File: src/rtl/brk_pkg.sv
package brk_pkg;

  typedef enum logic [1:0] {
    SEL_HI   = 2'd0,
    SEL_LO   = 2'd1,
    SEL_CTRL = 2'd2,
    SEL_NONE = 2'd3
  } regSel_e;

  // strobes from control to datapath
  typedef struct packed {
    logic wrHi;
    logic wrLo;
  } dpStrobes_t;

  localparam int EN_BIT  = 7;
  localparam int ACT_BIT = 6;

endpackage

File: src/rtl/brk_datapath.sv
module brk_datapath
  import brk_pkg::*;
#(
  parameter int DATA_W = 8,
  parameter logic [2*DATA_W-1:0] NORMAL_VEC  = 16'hFFFC,
  parameter logic [2*DATA_W-1:0] MONITOR_VEC = 16'hFEFC
) (
  input  logic                  clk,
  input  logic                  rstN,
  input  dpStrobes_t            strobes,
  input  logic [1:0]            regSel,
  input  logic [DATA_W-1:0]     wrData,
  input  logic [2*DATA_W-1:0]   busAddr,
  input  logic                  busAddrValid,
  input  logic                  monitorMode,
  output logic                  addrHit,
  output logic [DATA_W-1:0]     addrRdData,
  output logic [2*DATA_W-1:0]   breakVector
);

  localparam int NUM_SLICES = 2;

  logic [NUM_SLICES-1:0]  sliceWr;
  logic [NUM_SLICES-1:0]  sliceEq;
  logic [DATA_W-1:0]      sliceReg [NUM_SLICES];

  // slice 0 = lower byte, slice 1 = upper byte
  assign sliceWr = {strobes.wrHi, strobes.wrLo};

  for (genvar g = 0; g < NUM_SLICES; g++) begin : gSlice
    always_ff @(posedge clk or negedge rstN) begin
      if (!rstN)
        sliceReg[g] <= '0;
      else if (sliceWr[g])
        sliceReg[g] <= wrData;
    end

    assign sliceEq[g] = (busAddr[g*DATA_W +: DATA_W] == sliceReg[g]);

    p_slice_write_r2: assert property (@(posedge clk) disable iff (!rstN)
      sliceWr[g] |=> (sliceReg[g] == $past(wrData)));
  end

  assign addrHit = busAddrValid && (&sliceEq);

  always_comb begin
    unique case (regSel_e'(regSel))
      SEL_HI:  addrRdData = sliceReg[1];
      SEL_LO:  addrRdData = sliceReg[0];
      default: addrRdData = '0;
    endcase
  end

  assign breakVector = monitorMode ? MONITOR_VEC : NORMAL_VEC;

  p_valid_gate_r11: assert property (@(posedge clk) disable iff (!rstN)
    !busAddrValid |-> !addrHit);

endmodule

File: src/rtl/brk_control.sv
module brk_control
  import brk_pkg::*;
#(
  parameter int DATA_W = 8
) (
  input  logic              clk,
  input  logic              rstN,
  input  logic [1:0]        regSel,
  input  logic              regWrEn,
  input  logic              wrEnBit,
  input  logic              wrActBit,
  input  logic              flagClrEn,
  input  logic              addrHit,
  input  logic              instrLast,
  output dpStrobes_t        strobes,
  output logic [DATA_W-1:0] ctrlRdData,
  output logic              breakReq
);

  logic enable;
  logic active;
  logic pending;
  logic wrCtrl;
  logic armed;
  logic takeNow;
  logic cancel;

  assign wrCtrl       = regWrEn && (regSel_e'(regSel) == SEL_CTRL);
  assign strobes.wrHi = regWrEn && (regSel_e'(regSel) == SEL_HI);
  assign strobes.wrLo = regWrEn && (regSel_e'(regSel) == SEL_LO);

  assign armed   = enable && !active;
  assign takeNow = armed && instrLast && (pending || addrHit);
  assign cancel  = wrCtrl && !wrEnBit;

  always_ff @(posedge clk or negedge rstN) begin
    if (!rstN) begin
      enable  <= 1'b0;
      active  <= 1'b0;
      pending <= 1'b0;
    end else begin
      if (wrCtrl)
        enable <= wrEnBit;

      if (takeNow)
        active <= 1'b1;
      else if (wrCtrl && !wrActBit && flagClrEn)
        active <= 1'b0;

      if (cancel || takeNow)
        pending <= 1'b0;
      else if (armed && addrHit && !instrLast)
        pending <= 1'b1;
    end
  end

  always_comb begin
    ctrlRdData = '0;
    if (regSel_e'(regSel) == SEL_CTRL) begin
      ctrlRdData[EN_BIT]  = enable;
      ctrlRdData[ACT_BIT] = active;
    end
  end

  assign breakReq = takeNow;

  p_req_on_boundary_r4: assert property (@(posedge clk) disable iff (!rstN)
    breakReq |-> instrLast);

  p_one_cycle_r6: assert property (@(posedge clk) disable iff (!rstN)
    breakReq |=> !breakReq);

  p_sets_active_r6: assert property (@(posedge clk) disable iff (!rstN)
    breakReq |=> active);

  p_quiet_when_active_r7: assert property (@(posedge clk) disable iff (!rstN)
    active |-> !breakReq);

  p_needs_enable_r3: assert property (@(posedge clk) disable iff (!rstN)
    !enable |-> !breakReq);

  p_protected_r9: assert property (@(posedge clk) disable iff (!rstN)
    (active && !flagClrEn) |=> active);

  p_cancel_r10: assert property (@(posedge clk) disable iff (!rstN)
    cancel |=> !breakReq);

endmodule

File: src/rtl/brk_top.sv
module brk_top
  import brk_pkg::*;
#(
  parameter int DATA_W = 8,
  parameter logic [2*DATA_W-1:0] NORMAL_VEC  = 16'hFFFC,
  parameter logic [2*DATA_W-1:0] MONITOR_VEC = 16'hFEFC
) (
  input  logic                clk,
  input  logic                rstN,
  input  logic [1:0]          regSel,
  input  logic                regWrEn,
  input  logic [DATA_W-1:0]   regWrData,
  output logic [DATA_W-1:0]   regRdData,
  input  logic [2*DATA_W-1:0] busAddr,
  input  logic                busAddrValid,
  input  logic                instrLast,
  input  logic                monitorMode,
  input  logic                flagClrEn,
  output logic                breakReq,
  output logic [2*DATA_W-1:0] breakVector
);

  dpStrobes_t        strobes;
  logic              addrHit;
  logic [DATA_W-1:0] addrRdData;
  logic [DATA_W-1:0] ctrlRdData;

  brk_control #(.DATA_W(DATA_W)) uCtrl (
    .clk        (clk),
    .rstN       (rstN),
    .regSel     (regSel),
    .regWrEn    (regWrEn),
    .wrEnBit    (regWrData[EN_BIT]),
    .wrActBit   (regWrData[ACT_BIT]),
    .flagClrEn  (flagClrEn),
    .addrHit    (addrHit),
    .instrLast  (instrLast),
    .strobes    (strobes),
    .ctrlRdData (ctrlRdData),
    .breakReq   (breakReq)
  );

  brk_datapath #(
    .DATA_W      (DATA_W),
    .NORMAL_VEC  (NORMAL_VEC),
    .MONITOR_VEC (MONITOR_VEC)
  ) uDp (
    .clk          (clk),
    .rstN         (rstN),
    .strobes      (strobes),
    .regSel       (regSel),
    .wrData       (regWrData),
    .busAddr      (busAddr),
    .busAddrValid (busAddrValid),
    .monitorMode  (monitorMode),
    .addrHit      (addrHit),
    .addrRdData   (addrRdData),
    .breakVector  (breakVector)
  );

  assign regRdData = addrRdData | ctrlRdData;

endmodule

File: config.mk
export PLATFORM = sky130hd
export DESIGN_NAME = brk_top
export DESIGN_NICKNAME = d
export VERILOG_FILES = /design/src/rtl/brk_pkg.sv /design/src/rtl/brk_datapath.sv /design/src/rtl/brk_control.sv /design/src/rtl/brk_top.sv
export SDC_FILE = /design/constraint.sdc
export NUM_CORES = 1
export LEC_CHECK = 0
export CORE_AREA = 4 4 72 60
export CTS_BUF_LIST = sky130_fd_sc_hd__clkbuf_4 sky130_fd_sc_hd__clkbuf_8
export CTS_CLUSTER_DIAMETER = 50
export CTS_CLUSTER_SIZE = 30
export DETAILED_ROUTE_END_ITERATION = 8
export DIE_AREA = 0 0 76 64
export GPL_TIMING_DRIVEN = 1
export PLACE_DENSITY = 0.68
export REMOVE_ABC_BUFFERS = 1
export SLEW_MARGIN = 0
export SYNTH_ARGS = -nofsm -noshare
export SYNTH_HDL_FRONTEND = slang
export SYNTH_SLANG_ARGS = --single-unit
File: constraint.sdc
create_clock -name clk -period 2.4 [get_ports clk]
set_clock_uncertainty 0.1 [all_clocks]
set_input_delay 0.48 -clock clk [delete_from_list [all_inputs] [get_ports clk]]
set_output_delay 0.48 -clock clk [all_outputs]
set_load 0.05 [all_outputs]
==> results.cfg, run 1 <==
[status]
outcome = complete, no violations

[synth]
synth_common_cells = dfrtp_1 (19), mux2_2 (17), buf_4 (16), xnor2_1 (15)
synth_area_per_cell_um2 = 10.6
ys_seq_area_share_pct = 39.0
syn_inst = 115
synth-main-ff-cell = dfrtp_1
synth.top_cell.area_share_pct = 39.0
synth_top_area_cell = dfrtp_1
synth_edf_count = 0
yosysWarnings = 0
ys_seq_elements = 19
synthArstFlopShare_pct = 100
mappedNetlistArea_um2 = 1220
synthTopCellsByArea = dfrtp_1 (39%), mux2_2 (16%), xnor2_1 (11%)
synth_most_common_cell = dfrtp_1
synth_cell_types = 20

[clocking]
cts_buffer_depth = 2
cts-root-buf = clkbuf_8
clkTransAtPathRegs_ps = 70
clock_latency_ps = 250
cts.sinks = 19
numCtsBuffers = 3
cts_tree = done
cts_htree_levels = 1

[route]
wl_mm = 2.95
ant_nets = 0
num_vias = 952
drt_iter0_drc = 27
vias_per_cell = 4.56
first_pass_iters = 3
post_drt_wl_per_cell_um = 14.1
drc_errors = 0

[placement]
place.gp.congestion = 0.766
pre_cts_ws_ps = -187
portBuffers = 42
dp_hpwl_mm = 2.36

[hold_path]
worst_hold_startpoint = uCtrl.pending
whs_path_depth = 2
min_to = uCtrl.pending
hold_class = reg -> reg

[floorplanning]
die_x_um = 76
die_h_um = 64
num_rows = 20
die_area_um2 = 4860
core-area_um2 = 3680
io_pins = 58
start_util_pct = 33.2

[power]
p_leak_nw = 0.827
vdd_drop_max_mv = 0.374
power_density_nw_per_um2 = 613

[setup_path]
start_kind = input port
slowest_stage = clkdlybuf4s50_1
r2r_cells = 5
end_kind = output port
reg2reg_slack_ps = 940
cp_max_fo = 6
arrival_ps = 1720
cp.required_ps = 1820
path_cells = clkdlybuf4s50_1 -> mux2i_1 -> o21ai_0 -> buf_4 -> buf_12
r2r_start = uDp.sliceReg[14]
critical_path_buf_inv_count = 3
slowest_delay_ps = 630
critPathTopFamily = buffers and inverters
path_class = in -> out
r2r_end = uCtrl.active

[sta]
tns_ps = 0
report.final.hold_viol_count = 0
maxSlewViolCount = 0
setup_viol = 0
fin_crit_sh_pct = 95.6
period_minus_slack_ps = 2300
fmax_ghz = 0.436
rsz0062_at_grt = false
fin_ws_ps = 104

[layout]
fillers = 335
fin_nets = 199
syn2layout_area_growth_pct = 51.3
num_antenna_cells = 0
drive_gt1_share_pct = 28.5

[grt]
grt_pass1_wl_mm = 4.87
grt_pass1_vias = 1061
grt_util_all_layers_pct = 12.1
grt-ovfl-total = 0
grt_max_degree = 20
antenna_found_initial = 0

[flow_run]
cap_violations = 0
[layer usage]
layer	routed length (um)	vias up	GRT usage, %
li1	-	458	-
met1	1390	445	15.5
met2	1310	45	20.0
met3	229	4	3.24
met4	19	0	3.78
met5	0	-	0
[layout make-up]
| type | instances | area, um^2 | share of cell area, % |
|---|---|---|---|
| repair buffers | 50 | 571 | 30.9 |
| multi-input cells | 90 | 688 | 37.3 |
| flip-flops and latches | 19 | 475 | 25.8 |
| inverters | 2 | 7.51 | 0.407 |
| clock buffers | 4 | 48.8 | 2.64 |
| well taps | 44 | 55.1 | 2.98 |
[worst min-delay path, delay by kind of cell, from the launching register on]
family / cells / cell delay, ps
flops: 1 / 350
simple gates: 2 / 160
[state kept, by name, indices dropped and copies added (netlist names)]
register       cells
uCtrl.pending      1
uCtrl.enable       1
uCtrl.active       1
uDp.sliceReg      16
[power breakdown]
group | leakage [nW] | switching, mW | internal (mW) | total [mW]
Clock | 0.0262 | 0.106 | 0.129 | 0.235
Sequential | 0.229 | 0.0549 | 0.375 | 0.430
Combinational | 0.572 | 0.235 | 0.232 | 0.467
[worst max-delay path by stage]
stage	startpoint	endpoint	slack, ps	cells after the start
final	regSel[1]	regRdData[7]	100	5
after global routing	busAddr[2]	breakReq	0.7	8
after CTS	busAddr[13]	breakReq	4	6
after detailed placement	busAddr[8]	breakReq	-190	8
after global placement	busAddr[15]	breakReq	-200	8
after floorplan	regSel[1]	regRdData[6]	150	2
[repair_timing]
action                     CTS  global route
gates resized for setup     18            10
setup endpoints to repair    1             3
hold buffers                 0             0
pin swaps                   14            10
buffers inserted             0             0
[cell families after synthesis]
family / count (synthesis) / synth area share [%]
multiplexers: 25 / 22.3
AND/OR/NAND/NOR: 30 / 13.1
AO/OA/AOI/OAI: 5 / 2.87
flip-flops: 19 / 39.0
buffers and inverters: 19 / 11.4
XOR/XNOR: 15 / 10.8
other: 2 / 0.616
[cell usage in the layout, fill, tap and decap left out, drive strengths merged, types with 2 or more instances in the layout]
cell	count
clkdlybuf4s50	15
nand4	3
dlygate4sd2	12
clkdlybuf4s15	3
o21ai	4
nor2b	2
conb	15
xnor2	15
buf	18
nor2	7
mux2	17
nand3b	2
dlymetal6s2s	2
inv	2
nand3	4
clkbuf	4
mux2i	8
nor3b	2
nand2	8
dfrtp	19
[per-stage QoR]
stage / total power, mW / std cells / instance area, um^2 / hold slack (ps) / utilization [%]
after floorplan: 0.691 / 111 / 1140 / 84.4 / -
after global placement: 0.892 / 205 / 1770 / 394 / 48.2
after detailed placement: 0.900 / 205 / 1770 / 410 / 48.2
after CTS: 1.14 / 209 / 1820 / 432 / 49.6
after global routing: 1.19 / 209 / 1850 / 477 / 50.2
final: 1.13 / 209 / 1850 / 442 / 50.2
Note: power is estimated with default switching activity, not from simulation.
==> run 2, diff against run 1 <==
- PLACE_DENSITY: 0.68 -> 0.77
==> results.cfg, run 2 (synthesis results as in run 1) <==
[setup_path]
critPathTopFamily = simple AND/OR/NAND/NOR gates
slowest_stage = a2111oi_4
end_kind = output port
critical_path_buf_inv_count = 2
cp.required_ps = 1820
start_kind = input port
slowest_delay_ps = 350
path_class = in -> out
cp_max_fo = 2
arrival_ps = 1720
path_cells = dlygate4sd2_1 -> xnor2_1 -> nand2_1 -> a2111oi_4 -> nand4_1 -> nand2_2 -> buf_12

[power]
finalPower_mw = 1.12
vdd_drop_max_mv = 0.262
p_leak_nw = 0.817
power_density_nw_per_um2 = 612

[grt]
grt_use_met3_pct = 4.51
busiest_layer = met2
grt-ovfl-total = 0
grt_use_met2_pct = 20.7
grt_pass1_wl_mm = 4.53
antenna_found_initial = 0
grt_use_met1_pct = 13.1
grt_max_degree = 20
grt_util_all_layers_pct = 11.6
grt_pass1_vias = 965

[route]
drt_iter0_drc = 14
drc_errors = 0
num_vias = 941
vias_per_cell = 4.52
first_pass_iters = 2
wl_mm = 2.82
ant_nets = 0
post_drt_wl_per_cell_um = 13.6

[sta]
maxSlewViolCount = 0
period_minus_slack_ps = 2300
fin_ws_ps = 102
fin_crit_sh_pct = 95.7
tns_ps = 0
setup_viol = 0
report.final.hold_viol_count = 0
fmax_ghz = 0.435
rsz0062_at_grt = true
whs_ps = 440

[floorplanning]
num_rows = 20
die_h_um = 64
start_util_pct = 33.2
core-area_um2 = 3680
io_pins = 58
die_area_um2 = 4860
die_x_um = 76

[flow_run]
cap_violations = 0

[placement]
portBuffers = 42
place.gp.congestion = 0.789
place_area_um2 = 1770
placed_cells = 204
pre_cts_ws_ps = -178
dp_hpwl_mm = 2.26

[layout]
registers.top_by_ff_count = uDp.sliceReg
final_core_util_pct = 49.6
drive_gt1_share_pct = 26.8
fin_nets = 198
final_area_um2 = 1830
largest_reg_flops = 16
syn2layout_area_growth_pct = 49.6
layout_commonest_cell = dfrtp_1
seqCellArea_um2 = 475
multi_input_comb_area_um2 = 678
fillers = 336
final_cell_mix = dfrtp_1 (19), mux2_2 (17), xnor2_1 (15), conb_1 (15), clkdlybuf4s50_1 (15)
num_antenna_cells = 0
final_cells = 208

[clocking]
cts_tree = done
cts_buffer_depth = 2
numCtsBuffers = 3
clkTransAtPathRegs_ps = 70
postCtsSetupBuffers = 0
clock_latency_ps = 250
cts.sinks = 19
cts-root-buf = clkbuf_8
cts_htree_levels = 1

[hold_path]
hold_class = reg -> reg

[status]
outcome = complete, no violations
==> run 2: cell count changes in the layout (fill, tap and decap cells not counted), sizes merged <==
cell and delta:
buf -1, dlygate4sd2 +2, clkdlybuf4s15 -2
==> run 2: final timing paths <==
check,start,to,slack (ps),cells after the start
min,uCtrl.pending,uCtrl.pending,440,2
max in group asynchronous,rstN,uDp.sliceReg[0],1530,2
min in group asynchronous,rstN,uDp.sliceReg[10],460,2
max,busAddr[11],breakReq,100,7
max reg2reg,uDp.sliceReg[3],uCtrl.active,940,5
min reg2reg,uCtrl.pending,uCtrl.pending,440,2
==> run 2: layout make-up <==
type                       count  share of cell area, %
multi-input combinational     90                   37.1
timing repair buffer          49                   30.7
sequential                    19                   26.0
tap                           44                   3.02
clock buffer                   4                   2.67
inverter                       2                  0.411
==> run 2: what timing repair did <==
action | 4_1_cts | 5_1_grt
pin swaps | 16 | 5
endpoints found under the setup margin | 1 | 1
hold buffers | 0 | 0
gates resized for setup | 20 | 4
==> run 2: power breakdown <==
group,internal [mW],switching [mW]
Combinational,0.225,0.231
Clock,0.129,0.102
Sequential,0.375,0.0559
==> run 2: routing by layer <==
metal / wire [um] / part of all wire (%) / vias to the layer above
met1: 1140 / 40 / 444
met2: 1450 / 51 / 34
met4: 27 / 0.96 / 0
met5: 0 / 0 / -
li1: - / - / 461
met3: 207 / 7.3 / 2
==> run 2: worst min-delay path, cell delays in order, from the launching register on <==
cell	delay [ps]
dfrtp_1	360
nand3b_1	80
nand2_1	70
==> run 3, diff against run 2 <==
- ABC_CLOCK_PERIOD_IN_PS: unset -> 2400
==> results of run 3 <==
The final DEF is identical to that of run 2; final timing and power are the same.
